===== config.mk =====
export PLATFORM = sky130hd
export DESIGN_NAME = sar_dac_ctrl
export DESIGN_NICKNAME = d
export VERILOG_FILES = /design/src/rtl/sar_pkg.sv /design/src/rtl/sar_timer.sv /design/src/rtl/sar_bit_engine.sv /design/src/rtl/sar_dac_ctrl.sv
export SDC_FILE = /design/constraint.sdc
export NUM_CORES = 1
export LEC_CHECK = 0
export BUFFER_PORTS_ARGS = -buffer_cell sky130_fd_sc_hd__clkbuf_2
export CORE_ASPECT_RATIO = 1.25
export CORE_MARGIN = 1.5
export CORE_UTILIZATION = 51
export CTS_BUF_LIST = sky130_fd_sc_hd__clkbuf_4 sky130_fd_sc_hd__clkbuf_8
export DETAILED_ROUTE_END_ITERATION = 8
export PLACE_DENSITY = 0.78
export SKIP_CTS_REPAIR_TIMING = 1
export SLEW_MARGIN = 20
export SYNTH_ARGS = -nofsm -noshare
export SYNTH_HDL_FRONTEND = slang
export SYNTH_HIERARCHICAL = 1
export SYNTH_SLANG_ARGS = --single-unit

===== constraint.sdc =====
create_clock -name clk -period 2.7 [get_ports clk]
set_input_delay 0.675 -clock clk [delete_from_list [all_inputs] [get_ports clk]]
set_output_delay 0.675 -clock clk [all_outputs]
set_load 0.01 [all_outputs]

===== src/rtl/sar_pkg.sv =====
// Shared types for the successive-approximation controller.
// Assumes: nothing beyond IEEE 1800-2017.
package sar_pkg;
    typedef enum logic [1:0] {
        ST_IDLE   = 2'd0,
        ST_WAKE   = 2'd1,
        ST_SETTLE = 2'd2,
        ST_RTZ    = 2'd3
    } sar_state_t;
endpackage


===== src/rtl/sar_timer.sv =====
// Down-counter for wake, settle and zero-settle waits.
// A load sets the count. While run is high the count decreases by one
// per cycle until it reaches zero, which zero_o reports.
// Assumes: load has priority over run.
module sar_timer #(
    parameter int CNT_W = 8
) (
    input  logic             clk,
    input  logic             rst_n,
    input  logic             load_i,
    input  logic [CNT_W-1:0] val_i,
    input  logic             run_i,
    output logic             zero_o
);
    logic [CNT_W-1:0] cnt_q;

    // Load, or count down towards zero.
    always_ff @(posedge clk) begin
        if (!rst_n)                     cnt_q <= '0;
        else if (load_i)                cnt_q <= val_i;
        else if (run_i && cnt_q != '0)  cnt_q <= cnt_q - 1'b1;
    end

    assign zero_o = (cnt_q == '0);
endmodule


===== src/rtl/sar_bit_engine.sv =====
// Holds the decided bits and a one-hot weight for the bit under test.
// init clears the decided bits and points at the MSB. sample keeps or
// drops the current bit from cmp_i and moves to the next lower weight.
// Assumes: sample is not raised after the last bit until the next init.
module sar_bit_engine #(
    parameter int NBITS = 8
) (
    input  logic             clk,
    input  logic             rst_n,
    input  logic             init_i,
    input  logic             sample_i,
    input  logic             cmp_i,
    output logic [NBITS-1:0] trial_o,
    output logic [NBITS-1:0] kept_o,
    output logic [NBITS-1:0] next_trial_o,
    output logic             last_o
);
    localparam logic [NBITS-1:0] MSB_W = {1'b1, {(NBITS-1){1'b0}}};

    logic [NBITS-1:0] acc_q;
    logic [NBITS-1:0] wgt_q;

    // Decided bits with the current bit kept or dropped by the comparator.
    assign kept_o       = cmp_i ? (acc_q | wgt_q) : acc_q;
    assign trial_o      = acc_q | wgt_q;
    assign next_trial_o = kept_o | (wgt_q >> 1);
    assign last_o       = wgt_q[0];

    // Decided-bit register and weight shifter.
    always_ff @(posedge clk) begin
        if (!rst_n) begin
            acc_q <= '0;
            wgt_q <= '0;
        end else if (init_i) begin
            acc_q <= '0;
            wgt_q <= MSB_W;
        end else if (sample_i) begin
            acc_q <= kept_o;
            wgt_q <= wgt_q >> 1;
        end
    end


    weight_onehot_chk: assert property (@(posedge clk) disable iff (!rst_n)
        $onehot0(wgt_q));
endmodule


===== src/rtl/sar_dac_ctrl.sv =====
// Successive-approximation controller for an external DAC and comparator.
// It sequences wake-up, trial writes, settle waits, comparator sampling,
// optional return-to-zero writes and the restore of a shared DAC code.
// Assumes: cmp_i is synchronous to clk at its sampling edge, and the count
// inputs are held steady during a conversion.
module sar_dac_ctrl #(
    parameter int NBITS = 8,
    parameter int CNT_W = 8
) (
    input  logic             clk,
    input  logic             rst_n,
    input  logic             start_i,
    input  logic             rtz_en_i,
    input  logic [CNT_W-1:0] wake_cnt_i,
    input  logic [CNT_W-1:0] settle_cnt_i,
    input  logic [CNT_W-1:0] rtz_cnt_i,
    input  logic             host_wr_i,
    input  logic [NBITS-1:0] host_code_i,
    input  logic             cmp_i,
    output logic [NBITS-1:0] dac_code_o,
    output logic             dac_wr_o,
    output logic             shdn_o,
    output logic             busy_o,
    output logic             done_o,
    output logic [NBITS-1:0] result_o
);
    import sar_pkg::*;

    sar_state_t       st_q;
    logic [NBITS-1:0] dac_q, saved_q, result_q;
    logic             wr_q, shdn_q, done_q, rtz_q;
    logic             tmr_zero, tmr_load;
    logic [CNT_W-1:0] tmr_val;
    logic             idle, go, sample;
    logic [NBITS-1:0] trial, kept, next_trial;
    logic             last;

    assign idle   = (st_q == ST_IDLE);
    assign go     = idle && start_i;
    assign sample = (st_q == ST_SETTLE) && tmr_zero;

    // Choose which wait to load next.
    always_comb begin
        tmr_load = 1'b0;
        tmr_val  = settle_cnt_i;
        if (go) begin
            tmr_load = 1'b1;
            tmr_val  = wake_cnt_i;
        end else if (!idle && tmr_zero) begin
            tmr_load = !(sample && last);
            tmr_val  = (sample && rtz_q) ? rtz_cnt_i : settle_cnt_i;
        end
    end

    sar_timer #(.CNT_W(CNT_W)) u_timer (
        .clk    (clk),
        .rst_n  (rst_n),
        .load_i (tmr_load),
        .val_i  (tmr_val),
        .run_i  (!idle),
        .zero_o (tmr_zero)
    );

    sar_bit_engine #(.NBITS(NBITS)) u_engine (
        .clk          (clk),
        .rst_n        (rst_n),
        .init_i       (go),
        .sample_i     (sample),
        .cmp_i        (cmp_i),
        .trial_o      (trial),
        .kept_o       (kept),
        .next_trial_o (next_trial),
        .last_o       (last)
    );

    // Sequencer: state, DAC bus, shutdown, done and result registers.
    always_ff @(posedge clk) begin
        if (!rst_n) begin
            st_q     <= ST_IDLE;
            dac_q    <= '0;
            saved_q  <= '0;
            result_q <= '0;
            wr_q     <= 1'b0;
            shdn_q   <= 1'b1;
            done_q   <= 1'b0;
            rtz_q    <= 1'b0;
        end else begin
            wr_q   <= 1'b0;
            done_q <= 1'b0;
            case (st_q)
                ST_IDLE: begin
                    if (start_i) begin
                        st_q   <= ST_WAKE;
                        shdn_q <= 1'b0;
                        rtz_q  <= rtz_en_i;
                    end else if (host_wr_i) begin
                        dac_q   <= host_code_i;
                        saved_q <= host_code_i;
                        wr_q    <= 1'b1;
                    end
                end
                ST_WAKE, ST_RTZ: begin
                    if (tmr_zero) begin
                        dac_q <= trial;
                        wr_q  <= 1'b1;
                        st_q  <= ST_SETTLE;
                    end
                end
                ST_SETTLE: begin
                    if (tmr_zero) begin
                        wr_q <= 1'b1;
                        if (last) begin
                            dac_q    <= saved_q;
                            result_q <= kept;
                            done_q   <= 1'b1;
                            shdn_q   <= 1'b1;
                            st_q     <= ST_IDLE;
                        end else if (rtz_q) begin
                            dac_q <= '0;
                            st_q  <= ST_RTZ;
                        end else begin
                            dac_q <= next_trial;
                        end
                    end
                end
                default: st_q <= ST_IDLE;
            endcase
        end
    end

    assign dac_code_o = dac_q;
    assign dac_wr_o   = wr_q;
    assign shdn_o     = shdn_q;
    assign busy_o     = !idle;
    assign done_o     = done_q;
    assign result_o   = result_q;


    done_single_chk: assert property (@(posedge clk) disable iff (!rst_n)
        done_o |=> !done_o);


    shdn_idle_chk: assert property (@(posedge clk) disable iff (!rst_n)
        !busy_o |-> shdn_o);


    restore_write_chk: assert property (@(posedge clk) disable iff (!rst_n)
        done_o |-> (dac_wr_o && dac_code_o == saved_q));


    saved_hold_chk: assert property (@(posedge clk) disable iff (!rst_n)
        (busy_o && host_wr_i) |=> $stable(saved_q));


    settle_quiet_chk: assert property (@(posedge clk) disable iff (!rst_n)
        (st_q == ST_SETTLE && !tmr_zero) |=> !dac_wr_o);


    rtz_level_chk: assert property (@(posedge clk) disable iff (!rst_n)
        (st_q == ST_RTZ && !tmr_zero) |=> (dac_code_o == '0 && !dac_wr_o));


    start_busy_chk: assert property (@(posedge clk) disable iff (!rst_n)
        (st_q == ST_SETTLE && start_i) |=> (st_q != ST_WAKE));
endmodule


; ---- Word-level counts from Yosys, hierarchy flattened
; Cells that the tools add are included.
[op_classes]
addsub = 1
eq_ne = 10
n_mux = 32
bitwise = 4
n_reduce_logical = 24
[op_table]
columns = cell, n
row1 = 8-bit 2-to-1 mux, 14
row2 = 8-bit one-hot mux with 3 select lines, 1
row3 = 4-bit AND reduction, 3
row4 = 2-bit 2-to-1 mux, 5
row5 = "2-bit inequality test, second input constant", 5
row6 = 1-bit 2-to-1 mux, 9
row7 = 3-bit AND reduction, 3
row8 = 8-bit zero test, 1
row9 = 8-bit by 7-bit bitwise OR with 8-bit output, 1
row10 = 8-bit bitwise OR, 1
row11 = 8-bit nonzero test, 1
row12 = "8-bit by 1-bit subtractor with 8-bit output, second input constant", 1
row13 = 1-bit logical AND, 6
row14 = 2-bit one-hot mux with 3 select lines, 1
row15 = 2-bit nonzero test, 3
row16 = "2-bit == test, second input constant", 2
row17 = 1-bit one-hot mux with 2 select lines, 2
row18 = 2-bit OR reduction, 2
row19 = "3-bit by 2-bit inequality test with 1-bit output, second input constant", 1
row20 = 3-bit OR reduction, 1
row21 = "2-bit by 1-bit == test with 1-bit output, second input constant", 1
row22 = 1-bit zero test, 2
row23 = 2-bit zero test, 1
row24 = "2-bit by 1-bit inequality test with 1-bit output, second input constant", 1
row25 = 2 further kinds, 3
[totals]
reg_bits = 54

; ---- Longest topological paths before layout
; Gate-level depths: netlist of the first run.
[logic_depth]
word_depth = 7
depth_mapped = 11
ltp_nobuf = 10

; ---- Hierarchy
; Netlist of the first run, hierarchy kept.
[modules_own_cells]
columns = mod, n_inst, cells_each, area_each_um2, seq_area_each_um2
row1 = sar_dac_ctrl, 1, 188, 1581.5, 600.6
row2 = sar_bit_engine, 1, 78, 721.9, 320.3
row3 = sar_timer, 1, 59, 511.7, 160.2

; ---- Worst setup path before layout of the first run
; No wires, ideal clock.
[synth_timing]
path_type = register -> register
start = reg u_timer.cnt_q[2]
end = reg u_timer.cnt_q[2]
setup_time_ps = 115
t_arrival_ps = 2462
path_slack_ps = 123
stages_incl_launch_ff = 10
n_path_buf = 1
cell_sequence = dfxtp_1 > or4_4 > nor4_1 > o21ai_0 > nand2_1 > clkbuf_1 > nor3b_1 > a21oi_1 > o31ai_1 > and2_1
[synth_between]
elab_chain_cells = 7
word_cells_on_any_way = 17
[synth_rtl]
columns = element, line
row1 = "start, declared", sar_timer.sv:15  ; logic [CNT_W-1:0] cnt_q;
row2 = "start signal, assigned", sar_timer.sv:20  ; else if (load_i) cnt_q <= val_i;
row3 = "start signal, assigned", sar_timer.sv:21  ; else if (run_i && cnt_q != '0) cnt_q <= cnt_q - 1'b1;
row4 = 8-bit zero test *, sar_timer.sv:24  ; assign zero_o = (cnt_q == '0);
row5 = net tmr_zero, sar_dac_ctrl.sv:32  ; logic tmr_zero, tmr_load;
row6 = 1-bit logical AND, sar_dac_ctrl.sv:40  ; assign sample = (st_q == ST_SETTLE) && tmr_zero;
row7 = 1-bit logical AND, sar_dac_ctrl.sv:50  ; tmr_load = !(sample && last);
row8 = 1-bit zero test, sar_dac_ctrl.sv:50
row9 = 1-bit 2-to-1 mux *, sar_dac_ctrl.sv:49  ; end else if (!idle && tmr_zero) begin
row10 = 1-bit 2-to-1 mux *, sar_dac_ctrl.sv:46  ; if (go) begin
row11 = net tmr_load, sar_dac_ctrl.sv:32
row12 = 8-bit 2-to-1 mux or 2-bit nonzero test (tied branches), n/a
; Mark *: on every way through the listed nets, which the timed path passes. The rest lies on a longest branch. The select of a mux whose other input is x is not followed.
; A chain may end at the register's enable or synchronous reset.

; ---- Worst setup path in the final report of the first run
[layout_timing]
start = reg u_timer.cnt_q[2]
end = reg result_q[3], in the netlist result_o[3]
[layout_between]
elab_chain_cells = 2
[layout_rtl]
columns = element, line
row1 = 8-bit zero test, sar_timer.sv:24
row2 = net tmr_zero, sar_dac_ctrl.sv:32
row3 = 3-bit AND reduction (no line), n/a
row4 = "end signal, assigned", sar_dac_ctrl.sv:114  ; result_q <= kept;
row5 = "end, declared", sar_dac_ctrl.sv:30  ; logic [NBITS-1:0] dac_q, saved_q, result_q;
; The timed path passes the listed nets, and every way through them passes these cells.

==> results.toml, run 1 <==
[yosys]
synth_cell_types = 45
ys_seq_area_frac = 0.3840
syn-cell-area_sq_um = 2815
synth_warnings = 6
yosys-top-cells-count = "dfxtp_1, nand2_1, nor2_1"
synth_fp_nets = 365
ys_ff_latch = 54
synth_top_area_cell = "dfxtp_1"
avgSynthCellArea_sq_um = 8.662
synth.most_common_cell = "dfxtp_1"
synthFlopType = "dfxtp_1"
postSynth.asyncResetShare = 0
synth_edf_count = 0
synthCells = 325
synth.top_cell.area_share = 0.3840
synth.area.top_cells = "dfxtp_1, mux2i_1, nand2_1"

[critical_path]
cp-end-kind = "register"
crit_type = "register to register"
cp_max_fo = 9
start_kind = "register"
required_ns = 2.95
cp.arrival_ns = 2.58

[cts]
ctsLongestPathBuffers = 2
clk_pin_slew_worst_paths_ns = 0.09
ctsHtreeMaxLevel = 2
clock_sinks = 54
clkLatencyLatePin_ns = 0.31
cts_inserted_buffers = 5
cts_tree = "built"
clockRootBuffer = "clkbuf_8"

[sta]
fin_crit_sh = 0.8617
slew_headroom = 0.6177
drv_slew = 0
hold_viol_final = 0
fmax_mhz = 429.8
fin_crit_ns = 2.326
skew_ns = 0.004059
setup_viol = 0
tightest_slew_ns = 0.5726
finalSetupTns_ns = 0
rsz0062_at_grt = "no"

[global_routing]
grt_max_degree = 21
grt_overflow = 0
grt_pass1_wl_microns = 10670
grt_pass1_vias = 2373
antenna_found_initial = 0
track_usage = 0.2216

[status]
outcome = "finished clean"

[die]
io_pins = 58
fp.dieH_microns = 86.07
fp.dieW_microns = 69.45
initial_utilization = 0.5245
dieArea_sq_um = 5977
fp-row-count = 30
coreArea_sq_um = 5368

[job]
max_cap_viol_count = 0

[placed_design]
gp_congestion = 0.8036
dp_hpwl_microns = 4646
io_buffers = 57

[power]
cellPowerDensity_nw_per_um2 = 705.7
vdd_ir_drop_max_mv = 0.2939
total_power_uw = 2278
power.leakage_uw = 0.001491

[route]
vias_per_cell = 5.590
wl_per_cell_microns = 14.45
num_vias = 2465
ant_nets = 0
firstDrtPassIters = 4
routed_wl_microns = 6371
drcViolationCount = 0
drt_iter0_markers = 74

[finish]
n_antenna_cell = 0
layout-drive-gt1-share = 0.2308
area_growth_pct = 14.67
nFillCells = 505
layout.nets = 416

[worst_hold_path]
worstHoldPathType = "register to register"
[through the flow]
stage,utilization,setup slack (ns),area [sq um],std cells,hold slack [ns]
after detailed placement,0.5783,0.2367,3104,432,0.4400
after CTS,0.5995,0.2041,3218,440,0.4551
after global placement,0.5783,0.3418,3104,432,0.4309
after global routing,0.6014,0.09355,3228,441,0.4810
final,0.6014,0.3735,3228,441,0.4487
after floorplan,-,0.1233,2815,325,0.4319
[cell usage in the layout (no fill, tap or decap), drive strengths merged, types with 2 or more instances in the layout]
| cell type | Yosys | layout |
|---|---|---|
| a21o | 8 | 8 |
| o31ai | 13 | 13 |
| nand4b | 2 | 2 |
| xnor2 | 3 | 3 |
| nor3 | 7 | 7 |
| or3b | 2 | 2 |
| clkbuf | 10 | 63 |
| and3 | 8 | 8 |
| nand3 | 3 | 3 |
| buf | 14 | 11 |
| inv | 6 | 6 |
| or4 | 3 | 3 |
| nor3b | 3 | 3 |
| a311oi | 7 | 7 |
| nor2 | 27 | 27 |
| dfxtp | 54 | 54 |
| nor2b | 11 | 11 |
| or4b | 2 | 2 |
| a22o | 8 | 8 |
| a31oi | 12 | 12 |
| o21ai | 6 | 6 |
| nor4b | 2 | 2 |
| mux2i | 17 | 17 |
| nand2 | 32 | 32 |
| or2 | 17 | 17 |
| o21a | 3 | 3 |
| a21oi | 22 | 22 |
| ha | 2 | 2 |
| nand2b | 11 | 11 |
| and2 | 4 | 4 |
[routing by layer]
| layer | routed length, microns | global-route usage | part of all wire |
|---|---|---|---|
| met3 | 282 | 0.03995 | 0.044 |
| met5 | 0 | 0 | 0 |
| met4 | 89 | 0.07665 | 0.014 |
| met1 | 2610 | 0.2467 | 0.41 |
| met2 | 3388 | 0.4205 | 0.53 |
[cell families after synthesis]
kind of cell,after synthesis,share of synthesized area
mux,17,0.06044
fa+ha+maj,2,0.008887
flops,54,0.3840
buf+inv,31,0.06311
xor+xnor,3,0.009335
compound gates,81,0.2027
simple gates,137,0.2716
[report_power, final]
| part | internal [uW] | total [uW] | switching (uW) |
|---|---|---|---|
| registers | 890 | 988 | 97.9 |
| logic | 331 | 741 | 409 |
| clock network | 287 | 549 | 262 |
| total | 1510 | 2280 | 769 |
[worst max-delay path, stage by stage (launching register included)]
cell      delay, ns
dfxtp_1        0.37
or4_4          0.59
nor4_1         0.30
buf_4          0.21
nand4b_1       0.13
nor2_1         0.46
a22o_1         0.21
[worst paths after layout]
| check | from | end | slack, ns | cells after the start |
|---|---|---|---|---|
| max | u_timer/cnt_q[2] | result_o[3] | 0.37 | 6 |
| min | shdn_o | shdn_o | 0.45 | 2 |
| max reg2reg | u_timer/cnt_q[2] | result_o[3] | 0.37 | 6 |
| min reg2reg | shdn_o | shdn_o | 0.45 | 2 |
[flip-flops by register name (all words and copies together) (netlist names), 2 cells and up]
register	cells
saved_q	8
u_engine/acc_q	8
st_q	2
result_o	8
u_timer/cnt_q	8
dac_code_o	8
u_engine/wgt_q	8
[cell type report]
| class | count | area (sq um) | share of cell area |
|---|---|---|---|
| multi-input cells | 240 | 1559 | 0.4829 |
| clock buffers | 6 | 76.32 | 0.02364 |
| flip-flops and latches | 54 | 1081 | 0.3349 |
| repair buffers | 68 | 367.9 | 0.1140 |
| inverters | 7 | 26.28 | 0.008140 |
| well taps | 64 | 80.08 | 0.02481 |
| clock inverters | 2 | 37.54 | 0.01163 |
Note: power is estimated with default switching activity, not from simulation.
==> run 2, diff against run 1 <==
Settings changed: CELL_PAD_IN_SITES_DETAIL_PLACEMENT from default to 1, CELL_PAD_IN_SITES_GLOBAL_PLACEMENT from default to 1, CORE_UTILIZATION 51 to 38, MAX_ROUTING_LAYER from default to met4, PLACE_DENSITY 0.78 to default, PLACE_DENSITY_LB_ADDON from default to 0.1.
==> results.toml, run 2 (synthesized netlist as in run 1, its figures left out) <==
[status]
outcome = "finished clean"

[cts]
clkLatencyLatePin_ns = 0.31
ctsLongestPathBuffers = 2
cts_inserted_buffers = 5
clock_sinks = 54
ctsHtreeMaxLevel = 2
clockRootBuffer = "clkbuf_8"
clk_pin_slew_worst_paths_ns = 0.10
cts_tree = "built"

[global_routing]
grt_pass1_wl_microns = 12450
grt_pass1_vias = 2624
track_usage = 0.2054
antenna_found_initial = 0
grt_max_degree = 21
grt_overflow = 0

[finish]
layout_common_cells = "clkbuf_2, dfxtp_1, nand2_1, nor2_1, a21oi_1"
instances_no_fill = 469
n_antenna_cell = 0
area_growth_pct = 15.73
layout-drive-gt1-share = 0.2348
layout_commonest_cell = "clkbuf_2"
layout.nets = 418
design_area_sq_um = 3258

[route]
ant_nets = 0
drcViolationCount = 0
routed_wl_microns = 7384
drt_iter0_markers = 54
firstDrtPassIters = 4
wl_per_cell_microns = 15.74
num_vias = 2533
vias_per_cell = 5.401

[critical_path]
crit_slowest_cell = "or4_4"
r2r_cells = 8
cp-end-kind = "register"
cp_max_fo = 11
worstPathCellList = "or4_4 -> nor4_2 -> buf_4 -> o21ai_0 -> nand2_1 -> inv_1 -> o21ai_0 -> a31oi_1"
cpMostUsedCell = "o21ai_0"
crit_start = "u_timer/cnt_q[2]"
cp.arrival_ns = 2.64
cpPeakStageDelay_ns = 0.60
r2r_end = "u_timer/cnt_q[7]"
start_kind = "register"
endpoint = "u_timer/cnt_q[7]"
reg2reg_slack_ns = 0.25
crit_type = "register to register"
timing.rr.start = "u_timer/cnt_q[2]"
required_ns = 2.89

[placed_design]
dp_slack_ns = 0.1490
placed_cell_area_sq_um = 3159
gp_congestion = 0.7936
dpl.cell_count = 461
dp_hpwl_microns = 5610
io_buffers = 57

[die]
io_pins = 58
fp-row-count = 34
fp.dieW_microns = 79.99
initial_utilization = 0.3987
fp.dieH_microns = 99.23
dieArea_sq_um = 7937
coreArea_sq_um = 7062

[sta]
fmax_mhz = 407.6
slew_headroom = 0.6236
worst_hold_slack_ns = 0.4517
fin_crit_sh = 0.9087
setup_slack_ns = 0.2466
drv_slew = 0
skew_ns = 0.005034
rsz0062_at_grt = "no"
setup_viol = 0
hold_viol_final = 0
finalSetupTns_ns = 0
tightest_slew_ns = 0.5626
fin_crit_ns = 2.453

[power]
vdd_ir_drop_max_mv = 0.2677
power.leakage_uw = 0.001490
cellPowerDensity_nw_per_um2 = 683.8

[worst_hold_path]
worstHoldPathType = "register to register"

[job]
max_cap_viol_count = 0
-- run 2: cell count changes in the layout (fill, tap and decap cells not counted), sizes merged --
| cell | change |
|---|---|
| buf | +2 |
| bufinv | -1 |
| clkbuf | -1 |
| clkinvlp | +1 |
| inv | +1 |
-- run 2: cell type report --
type                       instances  area (sq um)
timing repair buffer              70         382.9
multi-input combinational        240          1563
clock inverter                     3         23.77
sequential                        54          1081
inverter                           7         26.28
clock buffer                       5         68.82
tap                               90         112.6
fill                             902          3804
-- run 2: where the power goes --
part	internal [uW]	leakage, uW	switching, uW
Combinational	337	0.00101	436
Sequential	890	0.000440	96.0
Clock	186	0.0000408	283
-- run 2: worst min-delay path by stage --
stage,from,slack (ns),end,cells past startpoint
2_1_floorplan,saved_q[0],0.43,saved_q[0],2
3_3_place_gp,shdn_o,0.43,shdn_o,2
3_5_place_dp,shdn_o,0.44,shdn_o,2
4_1_cts,shdn_o,0.46,shdn_o,2
5_1_grt,saved_q[2],0.48,saved_q[2],2
6_report,shdn_o,0.45,shdn_o,2
-- run 2: metal layers --
layer,GRT usage,vias to the layer above,wire length [microns]
met5,-,-,0
met4,0.07427,0,182
met3,0.02936,15,210
met2,0.3639,44,3949
met1,0.2311,1217,3042
li1,-,1257,-
-- run 2: through the flow --
stage	total power, uW	utilization
detailed placement	1774	0.4474
global route	2383	0.4614
finish	2228	0.4614
CTS	2249	0.4605
global placement	1744	0.4474
floorplan	1555	-
-- run 2: worst max-delay path: cells and delay by family, from the launching register on --
family,cells,cell delay [ns]
AND/OR/NAND/NOR,3,1.14
AO/OA/AOI/OAI,3,0.40
flip-flops,1,0.37
buffers and inverters,2,0.43
